### src/rtl/slc_pkg.sv
// Package: shared index constants for the keyswitch start-latch controller.
// Assumes: key vectors are ordered with the reset key at bit 0.
package slc_pkg;
    localparam int NUM_KEYS  = 2;
    localparam int IDX_RESET = 0;
    localparam int IDX_TEST  = 1;
endpackage

### src/rtl/slc_sync.sv
// Module: two-flop synchronizer, one chain per bit of a key vector.
// Assumes: inputs are asynchronous levels; a reset value of 0 means "not pressed".
module slc_sync #(
    parameter int W = 2
) (
    input  logic         clk,
    input  logic         rst_n,
    input  logic [W-1:0] raw,
    output logic [W-1:0] synced
);
    for (genvar i = 0; i < W; i++) begin : g_chain
        logic meta;
        // Two-stage capture of one raw key level.
        always_ff @(posedge clk) begin
            if (!rst_n) begin
                meta      <= 1'b0;
                synced[i] <= 1'b0;
            end else begin
                meta      <= raw[i];
                synced[i] <= meta;
            end
        end
    end
endmodule

### src/rtl/slc_debounce.sv
// Module: reset-key qualifier. The held flag rises after DEB_CYC consecutive
// high cycles and drops on the first cycle the synchronized key is low.
// Assumes: key_s is already synchronized to clk.
module slc_debounce #(
    parameter int DEB_CYC = 250_000
) (
    input  logic clk,
    input  logic rst_n,
    input  logic key_s,
    output logic held
);
    localparam int CW = $clog2(DEB_CYC + 1);
    localparam logic [CW-1:0] LAST = CW'(DEB_CYC - 1);

    logic [CW-1:0] cnt;

    // Count stable-high cycles; any low cycle restarts the window.
    always_ff @(posedge clk) begin
        if (!rst_n || !key_s) begin
            cnt  <= '0;
            held <= 1'b0;
        end else if (!held) begin
            if (cnt == LAST) held <= 1'b1;
            else             cnt  <= cnt + 1'b1;
        end
    end

    // held can only rise after the key was seen high.
    a_r2_held_needs_key: assert property (@(posedge clk) disable iff (!rst_n)
        $rose(held) |-> $past(key_s));
endmodule

### src/rtl/slc_release_timer.sv
// Module: release-triggered timer. A falling edge of the synchronized test key,
// when load_en is high, starts a pulse lasting PULSE_CYC cycles.
// Assumes: key_s is synchronized; load_en is low whenever a restart is unwanted.
module slc_release_timer #(
    parameter int PULSE_CYC = 3_000_000
) (
    input  logic clk,
    input  logic rst_n,
    input  logic key_s,
    input  logic load_en,
    output logic active
);
    localparam int TW = $clog2(PULSE_CYC + 1);

    logic          key_d;
    logic [TW-1:0] remain;
    logic          fall;

    assign fall   = key_d && !key_s;
    assign active = (remain != '0);

    // Delay the key one cycle for release detection.
    always_ff @(posedge clk) begin
        if (!rst_n) key_d <= 1'b0;
        else        key_d <= key_s;
    end

    // Load the pulse length on an enabled release, then count down to zero.
    always_ff @(posedge clk) begin
        if (!rst_n)                remain <= '0;
        else if (fall && load_en)  remain <= TW'(PULSE_CYC);
        else if (remain != '0)     remain <= remain - 1'b1;
    end

    // the pulse only starts from an enabled release.
    a_r5_pulse_from_release: assert property (@(posedge clk) disable iff (!rst_n)
        $rose(active) |-> $past(fall && load_en));
endmodule

### src/rtl/start_latch_ctrl.sv
// Module: keyswitch start-latch controller (top). It sets the start latch from
// the debounced reset key or the test-key release pulse. It clears the latch only
// when the transmitter has finished, is not holding, and no trigger is active.
// Assumes: seq_hold and seq_done are synchronous to clk.
module start_latch_ctrl
    import slc_pkg::*;
#(
    parameter int DEB_CYC   = 250_000,
    parameter int PULSE_CYC = 3_000_000
) (
    input  logic clk,
    input  logic rst_n,
    input  logic reset_key,
    input  logic test_key,
    input  logic seq_hold,
    input  logic seq_done,
    output logic start_latch,
    output logic print_test_n
);
    logic [NUM_KEYS-1:0] raw_keys;
    logic [NUM_KEYS-1:0] sync_keys;
    logic                rst_held;
    logic                pulse_active;
    logic                trig_active;
    logic                clear_ok;

    assign raw_keys[IDX_RESET] = reset_key;
    assign raw_keys[IDX_TEST]  = test_key;

    slc_sync #(.W(NUM_KEYS)) u_sync (
        .clk(clk), .rst_n(rst_n), .raw(raw_keys), .synced(sync_keys)
    );

    slc_debounce #(.DEB_CYC(DEB_CYC)) u_deb (
        .clk(clk), .rst_n(rst_n), .key_s(sync_keys[IDX_RESET]), .held(rst_held)
    );

    slc_release_timer #(.PULSE_CYC(PULSE_CYC)) u_tmr (
        .clk(clk), .rst_n(rst_n), .key_s(sync_keys[IDX_TEST]),
        .load_en(!start_latch), .active(pulse_active)
    );

    assign trig_active  = rst_held || pulse_active;
    assign clear_ok     = seq_done && !seq_hold && !trig_active;
    assign print_test_n = !sync_keys[IDX_TEST];

    // Start latch: set by any trigger when clear, cleared only under clear_ok.
    always_ff @(posedge clk) begin
        if (!rst_n)                     start_latch <= 1'b0;
        else if (!start_latch)          start_latch <= trig_active;
        else if (clear_ok)              start_latch <= 1'b0;
    end

    // a hold request keeps the latch set.
    a_r6_hold_keeps: assert property (@(posedge clk) disable iff (!rst_n)
        (start_latch && seq_hold) |=> start_latch);
    // an active trigger keeps the latch set.
    a_r8_trig_keeps: assert property (@(posedge clk) disable iff (!rst_n)
        (start_latch && trig_active) |=> start_latch);
    // a clear happens only after end-of-sequence without hold.
    a_r7_clear_needs_done: assert property (@(posedge clk) disable iff (!rst_n)
        $fell(start_latch) |-> $past(seq_done && !seq_hold));
    // the release pulse never starts while the latch is set.
    a_r10_no_retrigger: assert property (@(posedge clk) disable iff (!rst_n)
        start_latch |=> !$rose(pulse_active));
endmodule

### config.mk
export PLATFORM = sky130hd
export DESIGN_NAME = start_latch_ctrl
export DESIGN_NICKNAME = d
export VERILOG_FILES = /design/src/rtl/slc_pkg.sv /design/src/rtl/slc_sync.sv /design/src/rtl/slc_debounce.sv /design/src/rtl/slc_release_timer.sv /design/src/rtl/start_latch_ctrl.sv
export SDC_FILE = /design/constraint.sdc
export NUM_CORES = 1
export LEC_CHECK = 0
export ABC_AREA = 0
export CAP_MARGIN = 15
export CORE_ASPECT_RATIO = 0.7
export CORE_MARGIN = 5
export CORE_UTILIZATION = 33
export CTS_BUF_LIST = sky130_fd_sc_hd__clkbuf_4 sky130_fd_sc_hd__clkbuf_8
export DETAILED_ROUTE_END_ITERATION = 10
export DONT_BUFFER_PORTS = 1
export PLACE_DENSITY = 0.51
export SETUP_SLACK_MARGIN = 0.02
export SLEW_MARGIN = 20
export SYNTH_ARGS = -nofsm -noshare
export SYNTH_HDL_FRONTEND = slang
export SYNTH_SLANG_ARGS = --single-unit
### constraint.sdc
create_clock -name clk -period 5.2 [get_ports clk]
set_input_delay 1.04 -clock clk [delete_from_list [all_inputs] [get_ports clk]]
set_output_delay 1.04 -clock clk [all_outputs]
set_load 0.01 [all_outputs]
==> results by group <==
Run status
  • Status: finished clean

Drt
  • Vias per cell: 5.12
  • ANT nets after route: 0
  • DRC: 0
  • Wire per inst: 13.2 um
  • Routed vias: 1674
  • DRT iter0 DRCs: 73
  • Total wire length: 4300 um
  • Drt first pass iters: 4

CTS
  • CTS resizes: 0
  • CTS sink cnt: 47
  • H-tree depth: 2
  • CTS buffer count: 5
  • # Post-CTS Setup Buffers: 0
  • Root Driver: clkbuf_8
  • Insertion delay to the later sink of the worst-skew pair: 290 ps
  • Maximum clock path buffer count: 2
  • Hold buffers post-CTS: 0
  • CTS tree: done
  • Clk slew on worst S/H paths: 80 ps

Final layout
  • Post-layout util: 37.1%
  • Diodes inserted: 0
  • Area grow syn2layout: 7.54%
  • Layout net count: 256
  • Layout cell share with drive strength beyond 1: 7.63%
  • Layout fillers: 664

Floorplan
  • Core footprint: 6310 um^2
  • Number of cell rows: 24
  • DIE HEIGHT: 77.9 um
  • Die Area: 8330 um^2
  • Initial Util: 34.5%
  • Top Ports: 8
  • Chip Width: 107 um

Logic synthesis
  • Synth warn: 0
  • Mapped Nets: 257
  • Unique masters post-synth: 41
  • Mapped Area: 2170 um^2
  • Synth Area per Inst: 8.73 um^2
  • Register area share after synthesis: 43.3%
  • Post-Syn Instances: 249
  • #FFs+latches synth: 47

Setup path
  • Crit path max fanout: 12
  • Cell Chain, Critical Path: inv_1 > ha_1 > or4b_4 > or3_1 > o2111ai_2 > xor2_1 > a21oi_1
  • CP endpoint: u_tmr.remain[7]
  • Slowest stage delay, CP: 560 ps
  • Worst path top cell family by delay: simple AND/OR/NAND/NOR gates
  • Crit end category: flip-flop
  • Slowest CP cell: or4b_4
  • Reg2Reg Depth: 7
  • Critical Path Start Type: flip-flop
  • WP depth: 7
  • Worst path required time: 5370 ps
  • Buf/Inv on CP: 1
  • Setup CP Type: flip-flop to flip-flop
  • R2r startpoint: u_tmr.remain[0]
  • R2R setup slack: 2830 ps
  • WP data arrival: 2540 ps
  • Worst r2r dst: u_tmr.remain[7]
  • Beginning of the critical path: u_tmr.remain[0]

Place
  • DP Worst Slack: 2860 ps
  • Port Buf Inserts: 0
  • HPWL Detailed: 2980 um
  • RePlAce Congestion: 0.770

STA
  • Crit path time final: 2370 ps
  • Clock Skew: 3.69 ps
  • Hold Fails Final Rpt: 0
  • F_max: 421 MHz
  • Slew Limit Fails: 0
  • RSZ-0062 raised after global routing: no
  • Setup tns final: 0 ps
  • Tightest Pin Transition: 713 ps
  • Setup ws final: 2830 ps
  • Slew HR: 52.3%
  • Final setup fails: 0
  • Tcrit/Tclk final: 45.6%

Global route
  • Largest net degree at the start of global routing: 20
  • Vias in the first global route: 1536
  • GRT Residual Overflow: 0
  • First-pass GRT wire length: 7360 um
  • Initial antenna violation count: 0
  • GRT Total Usage: 10.8%

Pwr
  • LEAKAGE: 0.815 nW
  • Peak supply drop: 274 uV
  • PwrDens: 585 nW/um^2

Worst hold path
  • HP Class: flip-flop to flip-flop

Run
  • MaxCap Viol Count: 0
## final cells by class
type	instances	area [um^2]	area share (%)
multi-input combinational	185	1160	49.7
sequential	47	941	40.3
clock buffer	8	104	4.44
tap	78	97.6	4.18
inverter	9	33.8	1.45
## registers in the layout, summed over array words and instances, names as in the netlist
name,flops
u_tmr.key_d,1
u_tmr.remain,22
u_sync.g_chain.meta,2
u_sync.synced,2
start_latch,1
u_deb.held,1
u_deb.cnt,18
## cells in the final DEF, fill, tap and decap left out, types with 2 or more instances in the layout
| cell | synthesis | layout |
|---|---|---|
| o21ai_1 | 3 | 3 |
| o211ai_1 | 5 | 5 |
| a31oi_1 | 3 | 3 |
| a31o_2 | 2 | 2 |
| nor4_1 | 5 | 5 |
| or3_1 | 5 | 5 |
| nand2_1 | 9 | 9 |
| nor2b_1 | 5 | 5 |
| and2_1 | 6 | 6 |
| o21ai_0 | 7 | 7 |
| xor2_1 | 13 | 13 |
| or4_1 | 2 | 2 |
| xnor2_1 | 13 | 13 |
| and3_1 | 4 | 4 |
| inv_1 | 9 | 9 |
| dfxtp_1 | 47 | 47 |
| nand3_1 | 12 | 12 |
| nor3_1 | 10 | 10 |
| clkbuf_8 | 0 | 7 |
| nand4_1 | 3 | 3 |
| ha_1 | 2 | 2 |
| nor2_1 | 36 | 36 |
| mux2i_1 | 3 | 3 |
| a211oi_1 | 4 | 4 |
| a21oi_1 | 18 | 18 |
## how the worst min path moves through the flow
stage               cells after the start          endpoint                    from  slack (ps)
floorplan                               1  u_sync.synced[0]  u_sync.g_chain[0].meta         410
global placement                        1  u_sync.synced[0]  u_sync.g_chain[0].meta         410
detailed placement                      1  u_sync.synced[0]  u_sync.g_chain[0].meta         420
CTS                                     1  u_sync.synced[0]  u_sync.g_chain[0].meta         440
global route                            1  u_sync.synced[1]  u_sync.g_chain[1].meta         470
finish                                  1  u_sync.synced[0]  u_sync.g_chain[0].meta         440
## where the power goes
group	total [mW]	switching, mW	internal (mW)
Sequential	0.513	0.0791	0.434
Clock	0.245	0.118	0.127
Combinational	0.610	0.367	0.244
Total	1.37	0.564	0.805
## per-stage QoR
stage	std cells	instance area, um^2	hold slack, ps	power (mW)
finish	327	2340	438	1.37
global route	327	2340	468	1.47
global placement	319	2230	412	1.13
floorplan	249	2170	412	1.03
detailed placement	319	2230	419	1.12
CTS	327	2340	441	1.38
## per-layer routing
| layer | vias to the layer above | routed length, um | part of all wire (%) | track usage, % |
|---|---|---|---|---|
| li1 | 873 | - | - | - |
| met1 | 767 | 2410 | 56 | 16.2 |
| met2 | 29 | 1630 | 38 | 14.4 |
| met3 | 5 | 204 | 4.7 | 2.90 |
| met4 | 0 | 59 | 1.4 | 4.21 |
| met5 | - | 0 | 0 | 0 |
## kinds of logic (layout without fill, tap and decap cells)
| kind of cell | Yosys count | after routing | synth area share [%] |
|---|---|---|---|
| AO/OA/AOI/OAI | 48 | 48 | 14.3 |
| AND/OR/NAND/NOR | 105 | 105 | 25.6 |
| XOR/XNOR | 26 | 26 | 10.5 |
| buffers and inverters | 17 | 17 | 3.28 |
| multiplexers | 4 | 4 | 1.90 |
| adder cells (fa/ha/maj) | 2 | 2 | 1.15 |
| flip-flops | 47 | 47 | 43.3 |
## Yosys cell counts
library cell | count | area share, %
a211oi_1 | 4 | 1.4
a211oi_2 | 1 | 0.58
a21oi_1 | 18 | 4.1
a31o_2 | 2 | 0.81
a31oi_1 | 3 | 0.86
a41o_1 | 1 | 0.46
and2_1 | 6 | 1.7
and3_1 | 4 | 1.2
and4_1 | 1 | 0.40
and4bb_2 | 1 | 0.58
buf_6 | 1 | 0.52
clkbuf_1 | 7 | 1.2
dfxtp_1 | 47 | 43
ha_1 | 2 | 1.2
inv_1 | 9 | 1.6
mux2_2 | 1 | 0.52
mux2i_1 | 3 | 1.4
nand2_1 | 9 | 1.6
nand2b_1 | 1 | 0.29
nand3_1 | 12 | 2.8
nand3b_1 | 1 | 0.35
nand4_1 | 3 | 0.86
nor2_1 | 36 | 6.2
nor2_4 | 1 | 0.52
nor2b_1 | 5 | 1.4
nor3_1 | 10 | 2.3
nor4_1 | 5 | 1.4
nor4_4 | 1 | 0.98
o2111ai_1 | 1 | 0.40
o2111ai_2 | 1 | 0.69
o211ai_1 | 5 | 1.7
o211ai_2 | 1 | 0.58
o21ai_0 | 7 | 1.6
o21ai_1 | 3 | 0.69
o31ai_1 | 1 | 0.35
or2_2 | 1 | 0.29
or3_1 | 5 | 1.4
or4_1 | 2 | 0.69
or4b_4 | 1 | 0.63
xnor2_1 | 13 | 5.2
xor2_1 | 13 | 5.2
No activity file was read; power rests on OpenSTA's default activity.
